**config.mk**
```make
export PLATFORM = sky130hd
export DESIGN_NAME = tape_ldr
export DESIGN_NICKNAME = d
export VERILOG_FILES = /design/src/rtl/tape_ldr_pkg.sv /design/src/rtl/tape_ldr_zrun.sv /design/src/rtl/tape_ldr_dpath.sv /design/src/rtl/tape_ldr.sv
export SDC_FILE = /design/constraint.sdc
export NUM_CORES = 1
export LEC_CHECK = 0
export BUFFER_PORTS_ARGS = -buffer_cell sky130_fd_sc_hd__clkbuf_2
export CORE_MARGIN = 2
export CORE_UTILIZATION = 30
export DETAILED_ROUTE_END_ITERATION = 12
export GPL_TIMING_DRIVEN = 0
export PLACE_DENSITY_LB_ADDON = 0.3
export SKIP_LAST_GASP = 1
export SLEW_MARGIN = 40
export SYNTH_ARGS = -nofsm -noshare
export SYNTH_HDL_FRONTEND = slang
export SYNTH_SLANG_ARGS = --single-unit
```
**constraint.sdc**
```tcl
create_clock -name clk -period 2.2 [get_ports clk]
set_clock_uncertainty 0.2 [all_clocks]
set_input_delay 0.22 -clock clk [delete_from_list [all_inputs] [get_ports clk]]
set_output_delay 0.22 -clock clk [all_outputs]
set_load 0.05 [all_outputs]
```
**src/rtl/tape_ldr_pkg.sv**
```systemverilog
package tape_ldr_pkg;
    localparam int BYTE_W = 8;
    localparam int WORD_W = 2 * BYTE_W;

    typedef enum logic [3:0] {
        ST_LEADER, ST_PAD, ST_ORG_HI, ST_ORG_LO,
        ST_DAT_HI, ST_DAT_LO, ST_WRITE, ST_SUM_HI,
        ST_SUM_LO, ST_GAP, ST_DONE, ST_HALT,
        ST_BAD_FMT, ST_BAD_SUM
    } ldr_state_e;

    typedef struct packed {
        logic ld_cnt;   // capture word count
        logic ld_hi;    // capture high byte
        logic ld_org;   // capture origin, seed sum
        logic ld_dat;   // capture data word, add to sum
        logic wr_ack;   // write accepted: step address, count down
    } dp_ctl_t;
endpackage

```
**src/rtl/tape_ldr_zrun.sv**
```systemverilog
module tape_ldr_zrun #(
    parameter int RUN = 11
) (
    input  logic clk,
    input  logic rst_n,
    input  logic clr,
    input  logic step,
    output logic last
);
    localparam int CW = $clog2(RUN + 1);

    logic [CW-1:0] cnt_q;

    always_ff @(posedge clk) begin
        if (!rst_n || clr) begin
            cnt_q <= '0;
        end else if (step) begin
            cnt_q <= cnt_q + CW'(1);
        end
    end

    // the zero being offered now would be the RUN-th in a row
    assign last = (cnt_q == CW'(RUN - 1));
endmodule

```
**src/rtl/tape_ldr_dpath.sv**
```systemverilog
module tape_ldr_dpath
    import tape_ldr_pkg::*;
#(
    parameter int AW = 15
) (
    input  logic              clk,
    input  logic              rst_n,
    input  dp_ctl_t           ctl,
    input  logic [BYTE_W-1:0] in_byte,
    output logic [AW-1:0]     addr,
    output logic [WORD_W-1:0] wdata,
    output logic              last_word,
    output logic              sum_match
);
    logic [BYTE_W-1:0] hi_q;
    logic [BYTE_W-1:0] left_q;
    logic [AW-1:0]     addr_q;
    logic [WORD_W-1:0] sum_q;
    logic [WORD_W-1:0] wdata_q;
    logic [WORD_W-1:0] word_in;

    assign word_in = {hi_q, in_byte};

    always_ff @(posedge clk) begin
        if (!rst_n) begin
            hi_q    <= '0;
            left_q  <= '0;
            addr_q  <= '0;
            sum_q   <= '0;
            wdata_q <= '0;
        end else begin
            if (ctl.ld_cnt) left_q <= in_byte;
            if (ctl.ld_hi)  hi_q   <= in_byte;
            if (ctl.ld_org) begin
                addr_q <= word_in[AW-1:0];
                sum_q  <= word_in;
            end
            if (ctl.ld_dat) begin
                wdata_q <= word_in;
                sum_q   <= sum_q + word_in;
            end
            if (ctl.wr_ack) begin
                addr_q <= addr_q + AW'(1);
                left_q <= left_q - BYTE_W'(1);
            end
        end
    end

    assign addr      = addr_q;
    assign wdata     = wdata_q;
    assign last_word = (left_q == BYTE_W'(1));
    assign sum_match = (word_in == sum_q);
endmodule

```
**src/rtl/tape_ldr.sv**
```systemverilog
module tape_ldr
    import tape_ldr_pkg::*;
#(
    parameter int ADDR_W    = 15,
    parameter int GAP_ZEROS = 11
) (
    input  logic              clk,
    input  logic              rst_n,
    input  logic              in_valid,
    input  logic [7:0]        in_byte,
    input  logic              tape_end,
    output logic              in_ready,
    output logic [ADDR_W-1:0] mem_addr,
    output logic [15:0]       mem_wdata,
    output logic              mem_we,
    input  logic              mem_ready,
    output logic              done,
    output logic              fmt_err,
    output logic              sum_err
);
    ldr_state_e state_q, state_d;
    dp_ctl_t    ctl;
    logic       z_clr, z_step, z_last;
    logic       last_word, sum_match;
    logic       take, eoi, is_zero;

    assign take    = in_valid && in_ready;
    assign eoi     = !in_valid && tape_end;
    assign is_zero = (in_byte == '0);

    tape_ldr_dpath #(.AW(ADDR_W)) u_dpath (
        .clk       (clk),
        .rst_n     (rst_n),
        .ctl       (ctl),
        .in_byte   (in_byte),
        .addr      (mem_addr),
        .wdata     (mem_wdata),
        .last_word (last_word),
        .sum_match (sum_match)
    );

    tape_ldr_zrun #(.RUN(GAP_ZEROS)) u_zrun (
        .clk   (clk),
        .rst_n (rst_n),
        .clr   (z_clr),
        .step  (z_step),
        .last  (z_last)
    );

    always_ff @(posedge clk) begin
        if (!rst_n) state_q <= ST_LEADER;
        else        state_q <= state_d;
    end

    always_comb begin
        state_d = state_q;
        ctl     = '0;
        z_clr   = 1'b0;
        z_step  = 1'b0;
        unique case (state_q)
            ST_LEADER: begin
                if (take && !is_zero) begin
                    ctl.ld_cnt = 1'b1;
                    state_d    = ST_PAD;
                end else if (eoi) begin
                    state_d = ST_DONE;
                end
            end
            ST_PAD: begin
                if (take)     state_d = ST_ORG_HI;
                else if (eoi) state_d = ST_BAD_FMT;
            end
            ST_ORG_HI: begin
                if (take) begin
                    ctl.ld_hi = 1'b1;
                    state_d   = ST_ORG_LO;
                end else if (eoi) begin
                    state_d = ST_BAD_FMT;
                end
            end
            ST_ORG_LO: begin
                if (take) begin
                    ctl.ld_org = 1'b1;
                    state_d    = ST_DAT_HI;
                end else if (eoi) begin
                    state_d = ST_BAD_FMT;
                end
            end
            ST_DAT_HI: begin
                if (take) begin
                    ctl.ld_hi = 1'b1;
                    state_d   = ST_DAT_LO;
                end else if (eoi) begin
                    state_d = ST_BAD_FMT;
                end
            end
            ST_DAT_LO: begin
                if (take) begin
                    ctl.ld_dat = 1'b1;
                    state_d    = ST_WRITE;
                end else if (eoi) begin
                    state_d = ST_BAD_FMT;
                end
            end
            ST_WRITE: begin
                if (mem_ready) begin
                    ctl.wr_ack = 1'b1;
                    state_d    = last_word ? ST_SUM_HI : ST_DAT_HI;
                end
            end
            ST_SUM_HI: begin
                if (take) begin
                    ctl.ld_hi = 1'b1;
                    state_d   = ST_SUM_LO;
                end else if (eoi) begin
                    state_d = ST_BAD_FMT;
                end
            end
            ST_SUM_LO: begin
                if (take) begin
                    z_clr   = 1'b1;
                    state_d = sum_match ? ST_GAP : ST_BAD_SUM;
                end else if (eoi) begin
                    state_d = ST_BAD_FMT;
                end
            end
            ST_GAP: begin
                if (take && !is_zero) begin
                    ctl.ld_cnt = 1'b1;
                    z_clr      = 1'b1;
                    state_d    = ST_PAD;
                end else if (take) begin
                    if (z_last) state_d = ST_DONE;
                    else        z_step  = 1'b1;
                end else if (eoi) begin
                    state_d = ST_DONE;
                end
            end
            ST_DONE:    state_d = ST_HALT;
            ST_HALT:    state_d = ST_HALT;
            ST_BAD_FMT: state_d = ST_BAD_FMT;
            ST_BAD_SUM: state_d = ST_BAD_SUM;
            default:    state_d = ST_LEADER;
        endcase
    end

    always_comb begin
        in_ready = 1'b0;
        mem_we   = 1'b0;
        done     = 1'b0;
        fmt_err  = 1'b0;
        sum_err  = 1'b0;
        unique case (state_q)
            ST_LEADER, ST_PAD, ST_ORG_HI, ST_ORG_LO, ST_DAT_HI,
            ST_DAT_LO, ST_SUM_HI, ST_SUM_LO, ST_GAP: in_ready = 1'b1;
            ST_WRITE:   mem_we  = 1'b1;
            ST_DONE:    done    = 1'b1;
            ST_BAD_FMT: fmt_err = 1'b1;
            ST_BAD_SUM: sum_err = 1'b1;
            ST_HALT:    in_ready = 1'b0;
            default:    in_ready = 1'b0;
        endcase
    end
endmodule

```
==> metrics.csv <==
stage,metric,value,unit
cells_and_area,antenna cells,0,
placed_design,HPWL after detailed placement,11.1,mm
placed_design,count of input and output buffers,47,
timing,RSZ-0062 raised after global routing,true,
pwr,combinational group share of total power,23.2,%
clocking,Max Buffers Root-to-Sink,2,
setup_path,type of the setup path with the least slack,flop to flop,
timing,fin. max-slew vios,0,
setup_path,data required time at the worst endpoint,2240,ps
clocking,Num Clock Sinks,71,
detailed_routing,drt first-iter violations,349,
timing,final hold violation count,0,
setup_path,capturing point of the worst reg2reg path,u_dpath.sum_q[14],
pwr,"sum of internal, switching and leakage power",4.15,mW
logic_synthesis,net count after synthesis,612,
clocking,Root Buffer Master,sky130_fd_sc_hd__clkbuf_16,
cells_and_area,net count reported at finish,679,
cells_and_area,combined area of the multi-input logic cells,2960,um2
pwr,power density cells,751,nW/um2
timing,worst hold slack,55.9,ps
cells_and_area,area growth from synthesis to layout,23.0,%
timing,shortest period the worst path allows,2330,ps
global_route,via count of the first global-routing pass,4309,
pwr,proportion of total power due to net switching,30.9,%
timing,Relative slew margins,43.6,%
setup_path,worst setup slack for register-to-register paths,-130,ps
die,Die Footprint,16000,um2
detailed_routing,remaining routing DRC violations,0,
global_route,initial antenna violation count,0,
pwr,internal power summed over all cells,2.87,mW
timing,setup TNS,-276,ps
die,placeable core region,14600,um2
timing,share of the clock period used by the worst path after layout,106,%
timing,post-layout worst setup margin,-133,ps
cells_and_area,cell area after layout,5530,um2
cells_and_area,number of fill cells in the layout,1461,
setup_path,Critical path destination,u_dpath.sum_q[14],
pwr,proportion of power drawn by the clock network,42.1,%
setup_path,worst reg-to-reg path cell count,9,
die,Initial Utilization,30.8,%
timing,Max Fclk,0.429,GHz
clocking,htree depth,3,
clocking,latest clock arrival within the worst-skew pair,340,ps
logic_synthesis,Synth Flop Type,sky130_fd_sc_hd__dfxtp_1,
hold_path,min-delay worst type,input port to flop,
logic_synthesis,proportion of synthesized flip-flops having asynchronous set or reset,0,%
placed_design,placer's final routability congestion estimate,0.900,
timing,endpoints failing setup,5,
logic_synthesis,total of warnings raised by yosys,0,
pwr,standby leakage power,2.13,nW
run,maxcap violations,0,
hold_path,cell count of the worst hold path,3,
logic_synthesis,Synth Cell Area,4500,um2
clocking,Inserted Clock Buffers,9,
global_route,maximum number of pins on one net before global-route repair,14,
logic_synthesis,average size of a mapped cell,7.78,um2
pwr,proportion of power drawn by flip-flops and latches,34.7,%
clocking,register clock-pin slew on the reported worst setup and hold paths,60,ps
detailed_routing,WL final,15.4,mm
global_route,GRT overflow,0,
setup_path,origin of the critical flop-to-flop path,u_dpath.sum_q[0],
pwr,IR Drop Worst-Case VDD,0.447,mV
setup_path,element type at the critical path start,flop,
clocking,count of hold buffers inserted by post-cts repair,0,
clocking,CTS tree,yes,
die,floorplan row count,44,
cells_and_area,ratio of cells with drive above 1 in the final layout,20.6,%
logic_synthesis,Cells after Synth,578,
die,top-level I/O count,49,
outcome,outcome,"finished, violations left",
detailed_routing,via density per instance,5.54,
die,Chip Height,126,um
logic_synthesis,number of enable flip-flop cells after synthesis,0,
setup_path,data arrival time of the critical path,2370,ps
die,die outline width,126,um
detailed_routing,number of iterations in the first detailed-routing pass,4,
logic_synthesis,number of register bits inferred by synthesis,71,
detailed_routing,routed len/inst,18.4,um
outcome,violations in the final reports,negative setup slack,
detailed_routing,number of antenna-violating nets in the routed design,0,
global_route,Total Routing Usage GR,19.0,%
setup_path,worst-path maximum fanout,4,
global_route,global-route wire length before repair,23.7,mm
setup_path,nature of the critical path endpoint,flop,
logic_synthesis,distinct cell type count of the synthesized netlist,73,
timing,worst-margin pin slew,845,ps
pwr,switching power of the nets,1.28,mW
cells_and_area,sequential cell area,1430,um2
detailed_routing,via count,4621,
placed_design,total placed instance area,4970,um2
setup_path,launching instance or port of the critical path,u_dpath.sum_q[0],
logic_synthesis,share of the yosys chip area belonging to registers,31.6,%
cell usage after synthesis, types with 7 or more instances:
cell type                  instances  area share (%)
sky130_fd_sc_hd__inv_1            17             1.4
sky130_fd_sc_hd__xnor2_1          13             2.5
sky130_fd_sc_hd__a21boi_1          8             1.3
sky130_fd_sc_hd__nand3_1          17             1.9
sky130_fd_sc_hd__a22oi_1           9             1.5
sky130_fd_sc_hd__and3_1            9             1.3
sky130_fd_sc_hd__clkbuf_1         18             1.5
sky130_fd_sc_hd__dfxtp_1          71              32
sky130_fd_sc_hd__buf_2             9             1.0
sky130_fd_sc_hd__a21boi_0         21             3.5
sky130_fd_sc_hd__a31oi_1           7            0.97
sky130_fd_sc_hd__mux2i_1           7             1.6
sky130_fd_sc_hd__nand2_1          94             7.8
sky130_fd_sc_hd__nor2_1           39             3.3
sky130_fd_sc_hd__nor3_1           11             1.2
sky130_fd_sc_hd__nand4_1           8             1.1
sky130_fd_sc_hd__o21ai_0          27             3.0
sky130_fd_sc_hd__ha_1             20             5.6
sky130_fd_sc_hd__a21oi_1          42             4.7
sky130_fd_sc_hd__nor2b_1          16             2.2
how the worst min path moves through the flow:
stage                        end               from  slack, ps
6_report              state_q[1]          mem_ready         60
5_1_grt         u_dpath.wdata[3]         in_byte[3]         70
4_1_cts               state_q[1]          mem_ready         50
3_5_place_dp   u_dpath.wdata[13]  u_dpath.wdata[13]        260
3_3_place_gp   u_dpath.left_q[6]  u_dpath.left_q[6]        250
2_1_floorplan   u_dpath.wdata[4]         in_byte[4]        160
flip-flops by register name, summed over array words and instances, names as in the netlist:
| signal | count |
|---|---|
| u_dpath.sum_q | 16 |
| u_dpath.wdata | 16 |
| u_dpath.addr | 15 |
| u_dpath.hi_q | 8 |
| u_dpath.left_q | 8 |
| state_q | 4 |
| u_zrun.cnt_q | 4 |
metal layers:
metal / GRT usage [%] / vias to the layer above / share of wire (%)
li1: - / 2229 / -
met1: 24.4 / 2208 / 44
met2: 31.1 / 153 / 47
met3: 4.09 / 31 / 6.3
met4: 7.63 / 0 / 3.2
met5: 0 / - / 0
stage by stage:
stage               instances  setup WS, ps  util [%]
finish                    834          -133      37.9
global route              834          -199      37.9
CTS                       827          -135      37.1
detailed placement        809          -464      34.1
global placement          809          -461      34.1
floorplan                 578          -145         -
logic make-up (layout without fill, tap and decap cells):
family                   count (synthesis)  count (layout)  synth area share (%)
flip-flops                              71              71                  31.6
AND/OR/NAND/NOR                        234             234                  25.9
buffers and inverters                   51             123                  5.01
XOR/XNOR                                17              17                  3.31
multiplexers                             9               9                  2.06
AO/OA/AOI/OAI                          175             175                  26.1
adder cells (fa/ha/maj)                 21              21                  6.01
worst max-delay path, stage by stage, from the launching register on:
cell                      delay [ps]
sky130_fd_sc_hd__dfxtp_2         350
sky130_fd_sc_hd__ha_4            140
sky130_fd_sc_hd__inv_2            40
sky130_fd_sc_hd__fa_2            350
sky130_fd_sc_hd__and2b_1         210
sky130_fd_sc_hd__o31a_2          170
sky130_fd_sc_hd__o21ai_4          90
sky130_fd_sc_hd__or4_4           440
sky130_fd_sc_hd__a21oi_1         190
sky130_fd_sc_hd__nor3_2           60
layout by cell type (no fill, tap or decap), types with 5 or more instances in the layout:
master and instances:
sky130_fd_sc_hd__o21a_1 5, sky130_fd_sc_hd__a21oi_1 41, sky130_fd_sc_hd__mux2i_1 7, sky130_fd_sc_hd__and3_1 8, sky130_fd_sc_hd__ha_1 17, sky130_fd_sc_hd__a21boi_0 21
sky130_fd_sc_hd__clkbuf_1 10, sky130_fd_sc_hd__xnor2_1 13, sky130_fd_sc_hd__dfxtp_1 66, sky130_fd_sc_hd__a311oi_1 5, sky130_fd_sc_hd__a211oi_1 5, sky130_fd_sc_hd__clkbuf_16 9
sky130_fd_sc_hd__a22oi_1 9, sky130_fd_sc_hd__nand2_1 93, sky130_fd_sc_hd__o22ai_1 5, sky130_fd_sc_hd__nor2_1 39, sky130_fd_sc_hd__a21boi_1 8, sky130_fd_sc_hd__o21ai_0 25
sky130_fd_sc_hd__nor2b_1 16, sky130_fd_sc_hd__buf_4 17, sky130_fd_sc_hd__a31oi_1 7, sky130_fd_sc_hd__and2_1 5, sky130_fd_sc_hd__buf_2 7, sky130_fd_sc_hd__nand2b_1 6
sky130_fd_sc_hd__nor3_1 9, sky130_fd_sc_hd__nand4_1 8, sky130_fd_sc_hd__inv_1 16, sky130_fd_sc_hd__nand3_1 17, sky130_fd_sc_hd__clkbuf_2 51
area by class of cell:
type / count / share of cell area [%]
clock inverter: 6 / 2.08
multi-input combinational: 456 / 53.4
timing repair buffer: 60 / 6.08
clock buffer: 10 / 4.32
buffer: 29 / 2.83
inverter: 18 / 1.22
tap: 184 / 4.16
sequential: 71 / 25.9
timing repair:
item                                    4_1_cts  5_1_grt
gates cloned                                  0        0
gates resized for setup                      18       22
hold endpoints to repair                      0        0
pin swaps                                    10        7
setup buffers                                 4        9
endpoints found under the setup margin       33       34
power by group through the flow:
stage | clock network (mW) | logic [mW] | registers, mW
6_report | 1.75 | 0.963 | 1.44
5_1_grt | 1.83 | 1.05 | 1.45
4_1_cts | 1.79 | 0.926 | 1.43
3_5_place_dp | 0 | 0.905 | 1.46
3_3_place_gp | 0 | 0.897 | 1.46
2_1_floorplan | 0 | 0.666 | 1.45
Note: power is estimated with default switching activity, not from simulation.
